===== src/rtl/icyc_pkg.sv =====
package icyc_pkg;
    localparam int DW  = 16;
    localparam int AW  = 11;
    localparam int OPW = 4;
    localparam int SW  = 2;
    localparam int IND_BIT = AW;

    localparam logic [OPW-1:0] OPC_HALT = 4'd0;
    localparam logic [OPW-1:0] OPC_ADD  = 4'd1;
    localparam logic [OPW-1:0] OPC_ISZ  = 4'd2;
    localparam logic [OPW-1:0] OPC_BSA  = 4'd3;
    localparam logic [OPW-1:0] OPC_ION  = 4'd4;

    typedef enum logic [1:0] {
        PH_FETCH = 2'b00,
        PH_IND   = 2'b01,
        PH_EXE   = 2'b10,
        PH_INT   = 2'b11
    } phase_e;

    typedef enum logic [1:0] {MAR_HOLD, MAR_PC, MAR_IRA, MAR_SAVE} mar_src_e;
    typedef enum logic [1:0] {MBR_HOLD, MBR_MEM, MBR_PC, MBR_INC} mbr_src_e;
    typedef enum logic [2:0] {PC_HOLD, PC_INC, PC_IRA, PC_ISR, PC_SKIPZ} pc_src_e;

    typedef struct packed {
        mar_src_e mar;
        mbr_src_e mbr;
        pc_src_e  pc;
        logic     ir_ld;
        logic     ir_addr_ld;
        logic     acc_add;
        logic     rd;
        logic     wr;
        logic     ie_set;
        logic     last;
        logic     halt;
    } ctl_t;

    function automatic logic [OPW-1:0] op_of(input logic [DW-1:0] w);
        return w[DW-1 -: OPW];
    endfunction

    function automatic logic [AW-1:0] addr_of(input logic [DW-1:0] w);
        return w[AW-1:0];
    endfunction

    function automatic logic ind_of(input logic [DW-1:0] w);
        return w[IND_BIT];
    endfunction
endpackage


===== src/rtl/icyc_decode.sv =====
module icyc_decode
    import icyc_pkg::*;
(
    input  phase_e          phase,
    input  logic [SW-1:0]   step,
    input  logic [OPW-1:0]  opcode,
    input  logic            run,
    output ctl_t            ctl
);
    always_comb begin
        ctl = '0;
        unique case (phase)
            PH_FETCH: begin
                case (step)
                    2'd0: begin ctl.mar = MAR_PC; ctl.rd = 1'b1; end
                    2'd1: begin ctl.mbr = MBR_MEM; ctl.pc = PC_INC; end
                    default: begin ctl.ir_ld = 1'b1; ctl.last = 1'b1; end
                endcase
            end
            PH_IND: begin
                case (step)
                    2'd0: begin ctl.mar = MAR_IRA; ctl.rd = 1'b1; end
                    2'd1: ctl.mbr = MBR_MEM;
                    default: begin ctl.ir_addr_ld = 1'b1; ctl.last = 1'b1; end
                endcase
            end
            PH_INT: begin
                case (step)
                    2'd0: ctl.mbr = MBR_PC;
                    2'd1: begin ctl.mar = MAR_SAVE; ctl.pc = PC_ISR; end
                    default: begin ctl.wr = 1'b1; ctl.last = 1'b1; end
                endcase
            end
            default: begin
                case (opcode)
                    OPC_ADD: begin
                        case (step)
                            2'd0: begin ctl.mar = MAR_IRA; ctl.rd = 1'b1; end
                            2'd1: ctl.mbr = MBR_MEM;
                            default: begin ctl.acc_add = 1'b1; ctl.last = 1'b1; end
                        endcase
                    end
                    OPC_ISZ: begin
                        case (step)
                            2'd0: begin ctl.mar = MAR_IRA; ctl.rd = 1'b1; end
                            2'd1: ctl.mbr = MBR_MEM;
                            2'd2: ctl.mbr = MBR_INC;
                            default: begin
                                ctl.wr = 1'b1;
                                ctl.pc = PC_SKIPZ;
                                ctl.last = 1'b1;
                            end
                        endcase
                    end
                    OPC_BSA: begin
                        case (step)
                            2'd0: begin ctl.mar = MAR_IRA; ctl.mbr = MBR_PC; end
                            2'd1: begin ctl.pc = PC_IRA; ctl.wr = 1'b1; end
                            default: begin ctl.pc = PC_INC; ctl.last = 1'b1; end
                        endcase
                    end
                    OPC_HALT: ctl.halt = 1'b1;
                    OPC_ION: begin ctl.ie_set = 1'b1; ctl.last = 1'b1; end
                    default: ctl.last = 1'b1;
                endcase
            end
        endcase
        if (!run) ctl = '0;
    end
endmodule


===== src/rtl/icyc_seq.sv =====
module icyc_seq
    import icyc_pkg::*;
(
    input  logic          clk,
    input  logic          rst,
    input  ctl_t          ctl,
    input  logic          ind_bit,
    input  logic          irq,
    output phase_e        phase_q,
    output logic [SW-1:0] step_q,
    output logic          ie_q,
    output logic          halted_q
);
    phase_e nxt_phase;

    always_comb begin
        unique case (phase_q)
            PH_FETCH: nxt_phase = ind_bit ? PH_IND : PH_EXE;
            PH_IND:   nxt_phase = PH_EXE;
            PH_EXE:   nxt_phase = (irq && ie_q) ? PH_INT : PH_FETCH;
            default:  nxt_phase = PH_FETCH;
        endcase
    end

    always_ff @(posedge clk) begin
        if (rst) begin
            phase_q  <= PH_FETCH;
            step_q   <= '0;
            ie_q     <= 1'b0;
            halted_q <= 1'b0;
        end else if (!halted_q) begin
            if (ctl.halt) begin
                halted_q <= 1'b1;
            end else if (ctl.last) begin
                step_q  <= '0;
                phase_q <= nxt_phase;
                if (ctl.ie_set) ie_q <= 1'b1;
                if (nxt_phase == PH_INT) ie_q <= 1'b0;
            end else begin
                step_q <= step_q + 1'b1;
            end
        end
    end
endmodule


===== src/rtl/icyc_dpath.sv =====
module icyc_dpath
    import icyc_pkg::*;
#(
    parameter logic [AW-1:0] SAVE_ADDR = 11'h040,
    parameter logic [AW-1:0] ISR_ADDR  = 11'h041
) (
    input  logic          clk,
    input  logic          rst,
    input  ctl_t          ctl,
    input  logic [DW-1:0] mem_rdata,
    output logic [AW-1:0] mem_addr,
    output logic [DW-1:0] mem_wdata,
    output logic [AW-1:0] pc_q,
    output logic [DW-1:0] acc_q,
    output logic [DW-1:0] ir_q,
    output logic [DW-1:0] mbr_q
);
    logic [AW-1:0] mar_q;
    logic [AW-1:0] mar_d;
    logic [AW-1:0] pc_inc;

    assign pc_inc = pc_q + 1'b1;

    always_comb begin
        unique case (ctl.mar)
            MAR_PC:   mar_d = pc_q;
            MAR_IRA:  mar_d = addr_of(ir_q);
            MAR_SAVE: mar_d = SAVE_ADDR;
            default:  mar_d = mar_q;
        endcase
    end

    // the address reaches memory in the same clock as the register load
    assign mem_addr  = mar_d;
    assign mem_wdata = mbr_q;

    always_ff @(posedge clk) begin
        if (rst) begin
            mar_q <= '0;
            mbr_q <= '0;
            ir_q  <= '0;
            pc_q  <= '0;
            acc_q <= '0;
        end else begin
            mar_q <= mar_d;
            unique case (ctl.mbr)
                MBR_MEM: mbr_q <= mem_rdata;
                MBR_PC:  mbr_q <= {{(DW-AW){1'b0}}, pc_q};
                MBR_INC: mbr_q <= mbr_q + 1'b1;
                default: mbr_q <= mbr_q;
            endcase
            unique case (ctl.pc)
                PC_INC:   pc_q <= pc_inc;
                PC_IRA:   pc_q <= addr_of(ir_q);
                PC_ISR:   pc_q <= ISR_ADDR;
                PC_SKIPZ: if (mbr_q == '0) pc_q <= pc_inc;
                default:  pc_q <= pc_q;
            endcase
            if (ctl.ir_ld) begin
                ir_q <= mbr_q;
            end else if (ctl.ir_addr_ld) begin
                ir_q[AW-1:0] <= addr_of(mbr_q);
            end
            if (ctl.acc_add) acc_q <= acc_q + mbr_q;
        end
    end
endmodule


===== src/rtl/icyc_ctrl.sv =====
module icyc_ctrl
    import icyc_pkg::*;
#(
    parameter logic [AW-1:0] SAVE_ADDR = 11'h040,
    parameter logic [AW-1:0] ISR_ADDR  = 11'h041
) (
    input  logic          clk,
    input  logic          rst,
    input  logic          irq,
    input  logic [DW-1:0] mem_rdata,
    output logic [AW-1:0] mem_addr,
    output logic [DW-1:0] mem_wdata,
    output logic          mem_rd,
    output logic          mem_wr,
    output logic [1:0]    phase,
    output logic [AW-1:0] pc,
    output logic [DW-1:0] acc,
    output logic          halted
);
    ctl_t          ctl;
    phase_e        phase_w;
    logic [SW-1:0] step_w;
    logic          ie_w;
    logic [DW-1:0] ir_w;
    logic [DW-1:0] mbr_w;

    icyc_decode u_dec (
        .phase  (phase_w),
        .step   (step_w),
        .opcode (op_of(ir_w)),
        .run    (!halted),
        .ctl    (ctl)
    );

    icyc_seq u_seq (
        .clk      (clk),
        .rst      (rst),
        .ctl      (ctl),
        .ind_bit  (ind_of(mbr_w)),
        .irq      (irq),
        .phase_q  (phase_w),
        .step_q   (step_w),
        .ie_q     (ie_w),
        .halted_q (halted)
    );

    icyc_dpath #(
        .SAVE_ADDR (SAVE_ADDR),
        .ISR_ADDR  (ISR_ADDR)
    ) u_dp (
        .clk       (clk),
        .rst       (rst),
        .ctl       (ctl),
        .mem_rdata (mem_rdata),
        .mem_addr  (mem_addr),
        .mem_wdata (mem_wdata),
        .pc_q      (pc),
        .acc_q     (acc),
        .ir_q      (ir_w),
        .mbr_q     (mbr_w)
    );

    assign mem_rd = ctl.rd;
    assign mem_wr = ctl.wr;
    assign phase  = phase_w;
endmodule


===== config.mk =====
export PLATFORM = sky130hd
export DESIGN_NAME = icyc_ctrl
export DESIGN_NICKNAME = d
export VERILOG_FILES = /design/src/rtl/icyc_pkg.sv /design/src/rtl/icyc_decode.sv /design/src/rtl/icyc_seq.sv /design/src/rtl/icyc_dpath.sv /design/src/rtl/icyc_ctrl.sv
export SDC_FILE = /design/constraint.sdc
export NUM_CORES = 1
export LEC_CHECK = 0
export BUFFER_PORTS_ARGS = -buffer_cell sky130_fd_sc_hd__buf_2
export CORE_ASPECT_RATIO = 1.1
export CORE_UTILIZATION = 36
export DETAILED_ROUTE_END_ITERATION = 16
export PLACE_DENSITY = 0.58
export SYNTH_ARGS = -nofsm -noshare
export SYNTH_HDL_FRONTEND = slang
export SYNTH_SLANG_ARGS = --single-unit

===== constraint.sdc =====
create_clock -name clk -period 6.8 [get_ports clk]
set_clock_uncertainty 0.15 [all_clocks]
set_input_delay 0.68 -clock clk [delete_from_list [all_inputs] [get_ports clk]]
set_output_delay 0.68 -clock clk [all_outputs]
set_load 0.03 [all_outputs]

; ---- After elaboration in Yosys (flattened, before gate mapping)
; Cells that the tools add are included.
[totals]
inputBits = 19
wordCells = 103
register_bits = 76
out_inout_bits = 59
[op_classes]
n_eq_ne = 21
bitwise = 2
n_mux = 47
n_addsub = 4
n_reduce_logical = 19
[ops]
columns = op, n
row1 = $pmux 16 s3, 1
row2 = $pmux 11 s4, 1
row3 = $mux 11, 3
row4 = $pmux 11 s3, 1
row5 = $pmux 4 s3, 2
row6 = $mux 1, 20
row7 = $add 16x1->16 const B, 1
row8 = $add 16x16->16, 1
row9 = $eq 2x2->1 const B, 8
row10 = $logic_not 16->1, 1
row11 = $mux 15, 1
row12 = $mux 2, 6
row13 = $add 11x1->11 const B, 1
row14 = $pmux 3 s3, 1
row15 = $eq 2x1->1 const B, 4
row16 = $eq 4x2->1 const B, 2
row17 = $mux 4, 2
row18 = $pmux 2 s2, 2
row19 = $reduce_or 2->1, 4
row20 = $eq 3x2->1 const B, 2
row21 = $pmux 1 s2, 3
row22 = $pmux 2 s3, 1
row23 = $pmux 3 s2, 1
row24 = $reduce_or 3->1, 2
row25 = other kinds (18), 22

; ---- Depth between registers and ports, before layout
[depth]
depth_word = 9
ltp_mapped = 11

; ---- By module
; Synthesis repeated with hierarchy kept, for this count alone.
[hier_totals]
cells_unflattened = 627
hier_area_um2 = 4989.8
[modules_own_cells]
columns = module, instances, area_each_um2, cells_each, seq_area_each_um2
row1 = icyc_dpath, 1, 4254.1, 531, 1401.3
row2 = icyc_decode, 1, 460.4, 67, 0.0
row3 = icyc_seq, 1, 271.5, 28, 120.1
row4 = icyc_ctrl, 1, 3.8, 1, 0.0

; ---- Worst setup path before layout
; No wires, ideal clock.
[synth_timing]
path_kind = register -> output
from = reg u_seq.phase_q[0]
to = out mem_addr[6]
path_buffers = 1
required_time_ns = 5.970
path_stages_with_launch = 7
arrival_ns = 2.107
setup_slack_ns = 3.863
path_cell_list = dfxtp_1 -> or3_2 -> clkbuf_1 -> nor2_1 -> o221ai_1 -> nor2b_1 -> nor3_1
[synth_via]
elab_chain_cells = 5
[synth_rtl]
columns = item, line
row1 = start: declaration, icyc_seq.sv:9  ; output phase_e phase_q,
row2 = start signal: assignment, icyc_seq.sv:36  ; phase_q <= nxt_phase;
row3 = $eq 2x2->1 (tied with other cells), icyc_decode.sv:12  ; unique case (phase)
row4 = $pmux 4 s3 *, icyc_decode.sv:12
row5 = $mux 15 *, icyc_decode.sv:68  ; if (!run) ctl = '0;
row6 = $eq 2x2->1 / $eq 2x1->1 (equally long branches), icyc_dpath.sv:25  ; unique case (ctl.mar)
row7 = $pmux 11 s3 *, icyc_dpath.sv:25
row8 = end: declaration, icyc_ctrl.sv:11  ; output logic [AW-1:0] mem_addr,
; Mark *: on every way between the ends. The rest lies on a longest branch, timed or not.

; ---- Final worst setup path
[layout_timing]
from = reg u_seq.phase_q[1]
to = out mem_addr[7]
; The elaborated chain is that of the path after synthesis.

==> out/summary.json <==
{
  "result_of_the_run": {"value": "complete, no violations"},
  "cts_tree": {"value": "built"},
  "drc": {"value": 0},
  "cts_resized": {"value": 0},
  "slew_violations": {"value": 0},
  "setup_tns": {"value": 0, "unit": "ns"},
  "synth.distinct_cells": {"value": 68},
  "r2r-end": {"value": "u_dp.acc_q[15]$_SDFFE_PP0P_"},
  "core.rowCount": {"value": 43},
  "highest_clock_rate": {"value": 267, "unit": "MHz"},
  "post_route_cells_drive_above_1_share": {"value": 17.2, "unit": "%"},
  "power_per_cell_area": {"value": 350, "unit": "mW/mm²"},
  "n_fill_cell": {"value": 1286},
  "grt_antenna_before_repair": {"value": 0},
  "drtPass1Iterations": {"value": 7},
  "top_signal_layer_used": {"value": "met4"},
  "regToRegStartpoint": {"value": "u_dp.mbr_q[4]$_SDFFE_PP0P_"},
  "port_buffers": {"value": 77},
  "hold_start": {"value": "u_dp.mar_q[9]$_SDFF_PP0_"},
  "setup.worst_path.class": {"value": "flop to output port"},
  "dr.first_iter.drc_count": {"value": 418},
  "first_pass_grt_wire_length": {"value": 21700, "unit": "µm"},
  "stdcell_area": {"value": 0.00540, "unit": "mm²"},
  "worst-r2r-setup-slack": {"value": 3.77, "unit": "ns"},
  "insertedDiodeCount": {"value": 0},
  "cts_buffers": {"value": 9},
  "clk_latency": {"value": 0.35, "unit": "ns"},
  "met1_length": {"value": 6330, "unit": "µm"},
  "grt_start_max_net_pins": {"value": 75},
  "layout_common_cells": {"value": "sky130_fd_sc_hd__buf_2 (77), sky130_fd_sc_hd__dfxtp_1 (75), sky130_fd_sc_hd__nor2_1 (72)"},
  "die_area": {"value": 0.0133, "unit": "mm²"},
  "wl_met3": {"value": 878, "unit": "µm"},
  "max_slew_margin": {"value": 22.3, "unit": "%"},
  "postCtsSetupRepairBufs": {"value": 0},
  "synth.yosys.seq_area_share": {"value": 32.4, "unit": "%"},
  "grt_overflow_total": {"value": 0},
  "grt_usage": {"value": 21.3, "unit": "%"},
  "critPathLaunchType": {"value": "flop"},
  "wirelength": {"value": 13900, "unit": "µm"},
  "route.antenna.remaining_nets": {"value": 0},
  "async_reset_ff_share": {"value": 0, "unit": "%"},
  "die_y": {"value": 121, "unit": "µm"},
  "startpoint": {"value": "u_seq.phase_q[1]$_SDFFE_PP0P_"},
  "clock_tree.buffer_depth": {"value": 2},
  "avgViaCountPerCell": {"value": 5.74},
  "drt-wirelength-per-cell": {"value": 17.2, "unit": "µm"},
  "synth_edf_count": {"value": 0},
  "ys_seq_elements": {"value": 75},
  "total_power": {"value": 1.89, "unit": "mW"},
  "hold_buffers": {"value": 0},
  "grt_pass1_vias": {"value": 4191},
  "p_leak": {"value": 2.31, "unit": "nW"},
  "maxCapViolations": {"value": 0},
  "setup.worst_path.end": {"value": "mem_addr[7]"},
  "crit_path_end_kind": {"value": "output port"},
  "dieWidth": {"value": 110, "unit": "µm"},
  "numClockSinks": {"value": 75},
  "finalHoldWorstSlack": {"value": 0.342, "unit": "ns"},
  "syn_area_per_cell": {"value": 7.83, "unit": "µm²"},
  "clk_transition_reported_paths": {"value": 0.06, "unit": "ns"},
  "final-hold-violation-count": {"value": 0},
  "synth_top_flop_cell": {"value": "sky130_fd_sc_hd__dfxtp_1"},
  "min_period": {"value": 3.75, "unit": "ns"},
  "core_area": {"value": 0.0126, "unit": "mm²"},
  "worst_hold_path_type": {"value": "flop to flop"},
  "gp_routability_congestion": {"value": 0.947},
  "final_core_util": {"value": 42.9, "unit": "%"},
  "placement.cell_area": {"value": 0.00508, "unit": "mm²"},
  "period_share": {"value": 55.1, "unit": "%"},
  "arrival": {"value": 2.92, "unit": "ns"},
  "synthCells": {"value": 591},
  "dp.final_hpwl": {"value": 9970, "unit": "µm"},
  "final_common_cell": {"value": "sky130_fd_sc_hd__buf_2"},
  "worstPathMaxFanout": {"value": 21},
  "tightest_slew": {"value": 1.16, "unit": "ns"},
  "cts_root_buffer": {"value": "sky130_fd_sc_hd__clkbuf_16"},
  "initial_cell_density_of_the_core": {"value": 36.8, "unit": "%"},
  "crit_required": {"value": 5.97, "unit": "ns"},
  "detailroute.via_count": {"value": 4647},
  "synth.cell_area": {"value": 0.00463, "unit": "mm²"},
  "hold_path_cells": {"value": 2},
  "synth.net_count": {"value": 635},
  "area.growth.synth_to_final": {"value": 16.8, "unit": "%"},
  "h-tree-depth": {"value": 3},
  "finalSetupViolations": {"value": 0},
  "met2_routed_wl": {"value": 6530, "unit": "µm"},
  "fin_nets": {"value": 692},
  "synthesis.yosys.warnings": {"value": 0},
  "unrepaired_setup_endpoints_after_global_routing": {"value": "false"},
  "timing.reg2reg.worst_path_depth": {"value": 8},
  "pin_count": {"value": 78},
  "vdd.ir_drop.worst": {"value": 0.000300, "unit": "V"}
}
[flip-flops by register name (all words and copies together), names as in the netlist, 2 cells and up]
signal,flops
u_dp.mbr_q,16
u_dp.pc_q,11
u_dp.mar_q,11
u_dp.acc_q,16
u_seq.phase_q,2
u_dp.ir_q,15
u_seq.step_q,2
[where the power goes]
part / switching [mW] / internal, mW / total [mW]
Sequential: 0.140 / 0.498 / 0.638
Combinational: 0.480 / 0.244 / 0.724
Clock: 0.208 / 0.325 / 0.532
[synthesized netlist by cell type (all sizes together), types with 7 or more instances]
cell type	number	area [µm²]
dfxtp	75	1500
nor2	72	270
nand2	70	263
a21oi	58	290
o21ai	28	140
clkbuf	26	97.6
ha	24	300
inv	23	86.3
nor3	19	100
nand3	15	75.1
mux2i	14	140
xnor2	11	96.3
a21o	10	75.1
a222oi	10	100
nand4	10	62.6
xor2	10	87.6
buf	9	68.8
a211oi	8	60.1
a2111oi	7	61.3
nand2b	7	43.8
nor4	7	50.1
[cell families after synthesis]
kind of cell | Yosys count | synth area share (%)
AOI/OAI and AO/OA | 167 | 23.9
xor gates and xnor gates | 21 | 3.97
adders and majority gates | 25 | 6.92
buffers and inverters | 59 | 5.68
DFF | 75 | 32.4
muxes | 16 | 3.76
and+or+nand+nor | 228 | 23.4
[metal layers]
layer | vias to the layer above | track usage (%)
met5 | - | 0
met4 | 0 | 7.57
met3 | 18 | 3.71
met2 | 169 | 34.7
met1 | 2208 | 28.1
li1 | 2252 | -
[worst max-delay path, cell delays in order (launching register included)]
cell and delay [ns]:
sky130_fd_sc_hd__dfxtp_1 0.72, sky130_fd_sc_hd__or4b_4 0.57, sky130_fd_sc_hd__o22a_2 0.25, sky130_fd_sc_hd__nor2_1 0.51, sky130_fd_sc_hd__a222oi_1 0.22, sky130_fd_sc_hd__inv_1 0.10, sky130_fd_sc_hd__buf_2 0.19
[cell type report]
cell class	instances	area, µm²	area share (%)
multi-input cells	457	2870	53.1
clock buffers	9	225	4.17
flip-flops and latches	75	1500	27.8
repair buffers	82	423	7.83
clock inverters	7	101	1.88
inverters	23	86.3	1.60
well taps	157	196	3.64
[metrics by stage]
stage | setup WS [ns] | std cells
floorplan | 3.86 | 591
global placement | 3.51 | 794
detailed placement | 3.44 | 794
CTS | 3.06 | 810
global route | 2.74 | 810
finish | 3.05 | 810
[how the worst min path moves through the flow]
stage / slack (ns) / endpoint
2_1_floorplan: 0.30 / u_dp.ir_q[6]$_SDFFE_PP0P_
3_3_place_gp: 0.32 / u_dp.mar_q[3]$_SDFF_PP0_
3_5_place_dp: 0.33 / u_dp.mar_q[9]$_SDFF_PP0_
4_1_cts: 0.35 / u_dp.ir_q[0]$_SDFFE_PP0P_
5_1_grt: 0.37 / u_dp.ir_q[8]$_SDFFE_PP0P_
6_report: 0.34 / u_dp.mar_q[9]$_SDFF_PP0_
No activity file was read; power rests on OpenSTA's default activity.
